==> config.mk <==
export PLATFORM = sky130hd
export DESIGN_NAME = uirq_top
export DESIGN_NICKNAME = d
export VERILOG_FILES = /design/src/rtl/uirq_pkg.sv /design/src/rtl/uirq_fifo.sv /design/src/rtl/uirq_ctrl.sv /design/src/rtl/uirq_datapath.sv /design/src/rtl/uirq_top.sv
export SDC_FILE = /design/constraint.sdc
export NUM_CORES = 1
export LEC_CHECK = 0
export ABC_AREA = 1
export BUFFER_PORTS_ARGS = -buffer_cell sky130_fd_sc_hd__buf_2
export CAP_MARGIN = 20
export CORE_MARGIN = 5
export CORE_UTILIZATION = 53
export CTS_CLUSTER_DIAMETER = 40
export DETAILED_ROUTE_END_ITERATION = 6
export PLACE_DENSITY = 0.73
export SYNTH_ARGS = -nofsm -noshare
export SYNTH_HDL_FRONTEND = slang
export SYNTH_SLANG_ARGS = --single-unit
==> constraint.sdc <==
create_clock -name clk -period 5 [get_ports clk]
set_input_delay 0.75 -clock clk [delete_from_list [all_inputs] [get_ports clk]]
set_output_delay 0.75 -clock clk [all_outputs]
set_load 0.01 [all_outputs]
==> src/rtl/uirq_pkg.sv <==
package uirq_pkg;
  parameter int unsigned THREAD_CNT = 4;
  parameter int unsigned SRC_CNT    = 2;
  parameter int unsigned ADDR_W     = 32;
  parameter int unsigned ARG_W      = 32;
  parameter int unsigned QDEPTH     = 4;
  parameter int unsigned ERR_W      = 8;

  localparam int unsigned THR_W   = (THREAD_CNT > 1) ? $clog2(THREAD_CNT) : 1;
  localparam int unsigned SRC_W   = (SRC_CNT > 1) ? $clog2(SRC_CNT) : 1;
  localparam int unsigned ENTRIES = THREAD_CNT * SRC_CNT;
  localparam int unsigned IDX_W   = (ENTRIES > 1) ? $clog2(ENTRIES) : 1;

  // One queued event: the thread plus the table contents captured on arrival.
  typedef struct packed {
    logic [THR_W-1:0]  thread;
    logic [ADDR_W-1:0] handler;
    logic [ARG_W-1:0]  arg;
  } qEntry_t;

  localparam int unsigned ENTRY_W = $bits(qEntry_t);

  // Strobes from control to datapath.
  typedef struct packed {
    logic [SRC_CNT-1:0] push;
    logic [SRC_CNT-1:0] pop;
    logic [SRC_W-1:0]   sel;
    logic               load;
    logic               clear;
    logic               errInc;
  } strobe_t;

  function automatic logic [IDX_W-1:0] tblIdx(input logic [THR_W-1:0] thr,
                                              input logic [SRC_W-1:0] src);
    return IDX_W'(thr) * IDX_W'(SRC_CNT) + IDX_W'(src);
  endfunction
endpackage

==> src/rtl/uirq_fifo.sv <==
module uirq_fifo #(
  parameter int unsigned WIDTH = 8,
  parameter int unsigned DEPTH = 4
) (
  input  logic             clk,
  input  logic             rstN,
  input  logic             push,
  input  logic             pop,
  input  logic [WIDTH-1:0] din,
  output logic [WIDTH-1:0] dout,
  output logic             empty,
  output logic             full
);
  localparam int unsigned PTR_W = (DEPTH > 1) ? $clog2(DEPTH) : 1;
  localparam int unsigned CNT_W = $clog2(DEPTH + 1);
  localparam logic [PTR_W-1:0] LAST = PTR_W'(DEPTH - 1);

  logic [WIDTH-1:0] mem [DEPTH];
  logic [PTR_W-1:0] wrPtr, rdPtr;
  logic [CNT_W-1:0] count;

  assign empty = (count == '0);
  assign full  = (count == CNT_W'(DEPTH));
  assign dout  = mem[rdPtr];

  always_ff @(posedge clk) begin
    if (push) mem[wrPtr] <= din;
  end

  always_ff @(posedge clk or negedge rstN) begin
    if (!rstN) begin
      wrPtr <= '0;
      rdPtr <= '0;
      count <= '0;
    end else begin
      if (push) wrPtr <= (wrPtr == LAST) ? '0 : wrPtr + 1'b1;
      if (pop)  rdPtr <= (rdPtr == LAST) ? '0 : rdPtr + 1'b1;
      case ({push, pop})
        2'b10:   count <= count + 1'b1;
        2'b01:   count <= count - 1'b1;
        default: count <= count;
      endcase
    end
  end
endmodule

==> src/rtl/uirq_ctrl.sv <==
module uirq_ctrl
  import uirq_pkg::*;
(
  input  logic               pktValid,
  input  logic [SRC_W-1:0]   pktSrc,
  input  logic               tblHit,
  input  logic [SRC_CNT-1:0] emptyVec,
  input  logic [SRC_CNT-1:0] fullVec,
  input  logic               intValid,
  input  logic               intAck,
  output logic               pktReady,
  output strobe_t            strobe
);
  logic srcOk;
  logic accept;
  logic anyPending;
  logic outFree;
  logic [SRC_W-1:0] pick;

  assign srcOk    = (int'(pktSrc) < int'(SRC_CNT));
  assign pktReady = !srcOk || !fullVec[pktSrc];
  assign accept   = pktValid && pktReady;
  assign outFree  = !intValid || intAck;

  // Lowest source number wins.
  always_comb begin
    pick       = '0;
    anyPending = 1'b0;
    for (int s = int'(SRC_CNT) - 1; s >= 0; s--) begin
      if (!emptyVec[s]) begin
        pick       = SRC_W'(s);
        anyPending = 1'b1;
      end
    end
  end

  always_comb begin
    strobe        = '0;
    strobe.sel    = pick;
    strobe.errInc = accept && !(srcOk && tblHit);
    if (accept && srcOk && tblHit) strobe.push[pktSrc] = 1'b1;
    if (outFree && anyPending) begin
      strobe.pop[pick] = 1'b1;
      strobe.load      = 1'b1;
    end
    strobe.clear = intValid && intAck && !anyPending;
  end
endmodule

==> src/rtl/uirq_datapath.sv <==
module uirq_datapath
  import uirq_pkg::*;
(
  input  logic               clk,
  input  logic               rstN,
  input  logic               regWrEn,
  input  logic               regClear,
  input  logic [THR_W-1:0]   regThread,
  input  logic [SRC_W-1:0]   regSrc,
  input  logic [ADDR_W-1:0]  regHandler,
  input  logic [ARG_W-1:0]   regArg,
  input  logic [THR_W-1:0]   pktThread,
  input  logic [SRC_W-1:0]   pktSrc,
  input  strobe_t            strobe,
  output logic               tblHit,
  output logic [SRC_CNT-1:0] emptyVec,
  output logic [SRC_CNT-1:0] fullVec,
  output logic               intValid,
  output logic [THR_W-1:0]   intThread,
  output logic [SRC_W-1:0]   intSrc,
  output logic [ADDR_W-1:0]  intHandler,
  output logic [ARG_W-1:0]   intArg,
  output logic [ERR_W-1:0]   errCount
);
  // Registration table, one entry per (thread, source).
  logic              tblValid   [ENTRIES];
  logic [ADDR_W-1:0] tblHandler [ENTRIES];
  logic [ARG_W-1:0]  tblArg     [ENTRIES];

  logic [IDX_W-1:0] wrIdx, rdIdx;
  logic             wrOk, rdOk;

  assign wrIdx = tblIdx(regThread, regSrc);
  assign rdIdx = tblIdx(pktThread, pktSrc);
  assign wrOk  = (int'(regSrc) < int'(SRC_CNT)) && (int'(wrIdx) < int'(ENTRIES));
  assign rdOk  = (int'(pktSrc) < int'(SRC_CNT)) && (int'(rdIdx) < int'(ENTRIES));

  always_ff @(posedge clk or negedge rstN) begin
    if (!rstN) begin
      for (int e = 0; e < int'(ENTRIES); e++) tblValid[e] <= 1'b0;
    end else if (regWrEn && wrOk) begin
      tblValid[wrIdx] <= !regClear;
    end
  end

  always_ff @(posedge clk) begin
    if (regWrEn && wrOk && !regClear) begin
      tblHandler[wrIdx] <= regHandler;
      tblArg[wrIdx]     <= regArg;
    end
  end

  qEntry_t pushEntry;
  assign tblHit = rdOk && tblValid[rdIdx];

  always_comb begin
    pushEntry.thread  = pktThread;
    pushEntry.handler = rdOk ? tblHandler[rdIdx] : '0;
    pushEntry.arg     = rdOk ? tblArg[rdIdx] : '0;
  end

  // One queue per source.
  qEntry_t headEntry [SRC_CNT];

  for (genvar s = 0; s < int'(SRC_CNT); s++) begin : g_queue
    logic [ENTRY_W-1:0] headBits;
    uirq_fifo #(.WIDTH(ENTRY_W), .DEPTH(QDEPTH)) queue_i (
      .clk   (clk),
      .rstN  (rstN),
      .push  (strobe.push[s]),
      .pop   (strobe.pop[s]),
      .din   (pushEntry),
      .dout  (headBits),
      .empty (emptyVec[s]),
      .full  (fullVec[s])
    );
    assign headEntry[s] = qEntry_t'(headBits);
  end

  qEntry_t selEntry;
  assign selEntry = headEntry[strobe.sel];

  // Presentation register.
  always_ff @(posedge clk or negedge rstN) begin
    if (!rstN) begin
      intValid   <= 1'b0;
      intThread  <= '0;
      intSrc     <= '0;
      intHandler <= '0;
      intArg     <= '0;
    end else if (strobe.load) begin
      intValid   <= 1'b1;
      intThread  <= selEntry.thread;
      intSrc     <= strobe.sel;
      intHandler <= selEntry.handler;
      intArg     <= selEntry.arg;
    end else if (strobe.clear) begin
      intValid   <= 1'b0;
    end
  end

  // Discard counter, saturating.
  always_ff @(posedge clk or negedge rstN) begin
    if (!rstN)                             errCount <= '0;
    else if (strobe.errInc && !(&errCount)) errCount <= errCount + 1'b1;
  end
endmodule

==> src/rtl/uirq_top.sv <==
module uirq_top
  import uirq_pkg::*;
(
  input  logic               clk,
  input  logic               rstN,
  input  logic               regWrEn,
  input  logic               regClear,
  input  logic [THR_W-1:0]   regThread,
  input  logic [SRC_W-1:0]   regSrc,
  input  logic [ADDR_W-1:0]  regHandler,
  input  logic [ARG_W-1:0]   regArg,
  input  logic               pktValid,
  output logic               pktReady,
  input  logic [THR_W-1:0]   pktThread,
  input  logic [SRC_W-1:0]   pktSrc,
  output logic               intValid,
  output logic [THR_W-1:0]   intThread,
  output logic [SRC_W-1:0]   intSrc,
  output logic [ADDR_W-1:0]  intHandler,
  output logic [ARG_W-1:0]   intArg,
  input  logic               intAck,
  output logic [ERR_W-1:0]   errCount
);
  strobe_t            strobe;
  logic               tblHit;
  logic [SRC_CNT-1:0] emptyVec, fullVec;
  logic [SRC_CNT-1:0] pushVec, popVec;

  assign pushVec = strobe.push;
  assign popVec  = strobe.pop;

  uirq_ctrl ctrl_i (
    .pktValid (pktValid),
    .pktSrc   (pktSrc),
    .tblHit   (tblHit),
    .emptyVec (emptyVec),
    .fullVec  (fullVec),
    .intValid (intValid),
    .intAck   (intAck),
    .pktReady (pktReady),
    .strobe   (strobe)
  );

  uirq_datapath dp_i (
    .clk        (clk),
    .rstN       (rstN),
    .regWrEn    (regWrEn),
    .regClear   (regClear),
    .regThread  (regThread),
    .regSrc     (regSrc),
    .regHandler (regHandler),
    .regArg     (regArg),
    .pktThread  (pktThread),
    .pktSrc     (pktSrc),
    .strobe     (strobe),
    .tblHit     (tblHit),
    .emptyVec   (emptyVec),
    .fullVec    (fullVec),
    .intValid   (intValid),
    .intThread  (intThread),
    .intSrc     (intSrc),
    .intHandler (intHandler),
    .intArg     (intArg),
    .errCount   (errCount)
  );
endmodule

==> flow_summary.ini <==
[run_status]
outcome = completed

[pwr]
internal-power_mw = 18.0
switching_share_pct = 30.0
power.clock.fraction_pct = 36.7
p_switching_mw = 7.75
power_frac_seq_pct = 45.4
p_comb_share_pct = 17.9
power_leakage_nw = 17.6
ir_worst_vdd_mv = 0.437
power.density_mw_per_mm2 = 513

[yosys]
synth_top_area_share_pct = 71.2
seq_area_frac_synth_pct = 76.8
ys_ff_latch = 1138
ys_warn_count = 0
synth_top_cell_by_area = edfxtp_1
ys_top_cells_by_count = edfxtp_1 (1040), nand2_1 (659), o21ai_0 (472)
synth_flop_cell = edfxtp_1
async_flop_share_pct = 8.61
synth_edf_count = 1040
synth_area_leaders = edfxtp_1 (71%), nand2_1 (5.6%), dfrtp_1 (5.6%)
netlist_area_sq_mm = 0.0439
netlist-cell-type-count = 26
syn_nets = 3485
postSynthAreaPerCell_sq_um = 12.9
syn-instance-count = 3394
synth_most_common_cell = edfxtp_1

[layout]
drive_above_1_share_pct = 12.5
area_delta_synth_final_pct = 14.6
finalNonFillerCells = 4723
layout.nets = 3619
stdcell_area_sq_mm = 0.0503

[route]
wl_met2_mm = 54.1
drt_wl_total_mm = 114
highest_layer = met5
antenna_left = 0
via_per_inst = 6.01
drtIter0Drc = 3450
first_pass_iters = 6
vias = 28400
wl_met3_mm = 12.8
routedWlPerCell_um = 24.2
met1_length_mm = 44.6
drc = 0

[clock_network]
cts_buffers = 133
clock-sinks = 1138
cts_hold_buffers = 0
postCtsSetupBuffers = 0
cts_root_buf = clkbuf_16
cts_max_level = 4
tritoncts = done
path_clk_slew_ns = 0.06
worst_skew_pair.late_latency_ns = 0.72
post_cts_resized = 0
ctsLongestPathBuffers = 3

[worst_setup_path]
cp_max_fo = 102
arrival_ns = 3.42
cp_top_family = buffers and inverters
end_kind = flop
cp_cell_sequence = buf_6, buf_4, buf_4, o21ai_0, o22ai_1, nand2_1, nand2_1
slowest_delay_ns = 0.85
crit_path_start_kind = input pin
cpMaxStageDelayCell = buf_4
crit_type = in -> reg
rrSetupSlack_ns = 2.05
timing.rr.start = dp_i.g_queue[1].queue_i.count[0]
crit_buf_inv = 3
reg2reg_depth = 5
worstPathRequired_ns = 5.46
r2r_end = dp_i.intValid

[sta]
slew_headroom_pct = 20.4
report.final.slew_viol_count = 0
grt_setup_unrepaired = no
tightest_slew_ns = 1.19
hold_ws_ns = 0.112
fmax_mhz = 338
hold_violations = 0
setup_viol = 0
final.setup.tns_ns = 0
post-route-period-util_pct = 59.2
skew_ns = 0.0284
fin_crit_ns = 2.96

[floorplanning]
initial_core_util_pct = 53.4
rows = 105
dieArea_sq_mm = 0.0886
die-height_um = 298
core_area_sq_mm = 0.0821
die_x_um = 298
pin_count = 153

[global_route]
grt_pass1_wl_mm = 171
grt_usage_pct = 25.5
antenna_found_initial = 22
grt_pass1_vias = 27600
overflow = 0
grt_max_degree = 136

[place]
gp_congestion = 0.789
port_buffers = 152
place_inst = 4463
hpwl_mm = 60.0
dpl_cell_area_sq_mm = 0.0458

[flow_run]
maxCapViolations = 0

[hold_path]
hold_path.class = in -> async
power by group through the flow:
| stage | registers (mW) | clock network (mW) | logic, mW |
|---|---|---|---|
| CTS | 11.7 | 9.56 | 4.57 |
| detailed placement | 11.9 | 0 | 4.53 |
| global route | 11.8 | 10.0 | 5.04 |
| finish | 11.7 | 9.47 | 4.61 |
| floorplan | 11.7 | 0 | 2.81 |
| global placement | 11.9 | 0 | 4.41 |
through the flow:
stage | util [%] | power [mW] | setup slack (ns)
after floorplan | - | 14.5 | 0.182
after global placement | 55.8 | 16.3 | 1.47
after detailed placement | 55.8 | 16.4 | 1.41
after CTS | 61.2 | 25.8 | 2.16
after global routing | 61.2 | 26.8 | 1.91
final | 61.2 | 25.8 | 2.04
cell families after synthesis:
group           count (synthesis)  synth area share [%]
xor+xnor                        7                 0.140
compound gates                802                  9.71
flops                        1138                  76.8
fa+ha+maj                      15                 0.462
simple gates                 1179                  10.5
buf+inv                       253                  2.43
worst register-to-register path, delay by kind of cell, from the launching register on:
family	cells	cell delay, ns
compound gates	1	0.95
buf+inv	2	0.83
flops	1	0.40
simple gates	2	0.54
per-layer routing:
layer | vias up | track usage [%]
met1 | 14000 | 34.7
met4 | 14 | 8.14
li1 | 12600 | -
met5 | - | 0
met3 | 233 | 6.43
met2 | 1588 | 40.8
flip-flops by register name, summed over array words and instances, names as in the netlist:
register,cells
dp_i.g_queue.queue_i.wrPtr,4
dp_i.intSrc,1
dp_i.g_queue.queue_i.count,6
dp_i.errCount,8
dp_i.tblHandler,256
dp_i.intArg,32
dp_i.tblValid,8
dp_i.intThread,2
dp_i.g_queue.queue_i.rdPtr,4
dp_i.intValid,1
dp_i.g_queue.queue_i.mem,528
dp_i.intHandler,32
dp_i.tblArg,256
worst max-delay path by stage:
stage | startpoint | to | cells after the start
final | pktSrc | dp_i.g_queue[0].queue_i.mem[1][44] | 7
after global routing | pktSrc | dp_i.g_queue[1].queue_i.mem[2][33] | 7
after CTS | pktSrc | dp_i.g_queue[1].queue_i.mem[2][33] | 7
after detailed placement | pktSrc | dp_i.g_queue[0].queue_i.mem[0][33] | 7
after global placement | pktSrc | dp_i.g_queue[0].queue_i.mem[0][33] | 7
after floorplan | pktSrc | dp_i.g_queue[1].queue_i.mem[0][0] | 9
layout make-up:
class                      count  area, sq um
antenna                       15         37.5
clock buffer                 171         3670
clock inverter                74          733
fill                        5932        31800
inverter                      43          176
multi-input combinational   2003         9260
sequential                  1138        33700
tap                         1070         1340
timing repair buffer         209         1360
layout by cell type (no fill, tap or decap), drive strengths merged:
cell      netlist  routed
o21ai         474     474
nand2         660     660
clkinvlp        0      16
diode           0      15
nor2          419     419
clkbuf        137     171
fa              2       2
inv            43      53
clkinv          0      40
nand3b          1       1
nand4          14      14
bufinv          0       8
ha             13      13
xor2            4       4
dfrtp          98      98
nand3          85      85
xnor2           3       3
a21oi         134     134
buf            73     209
o22ai         194     194
edfxtp       1040    1040
Note: power is estimated with default switching activity, not from simulation.
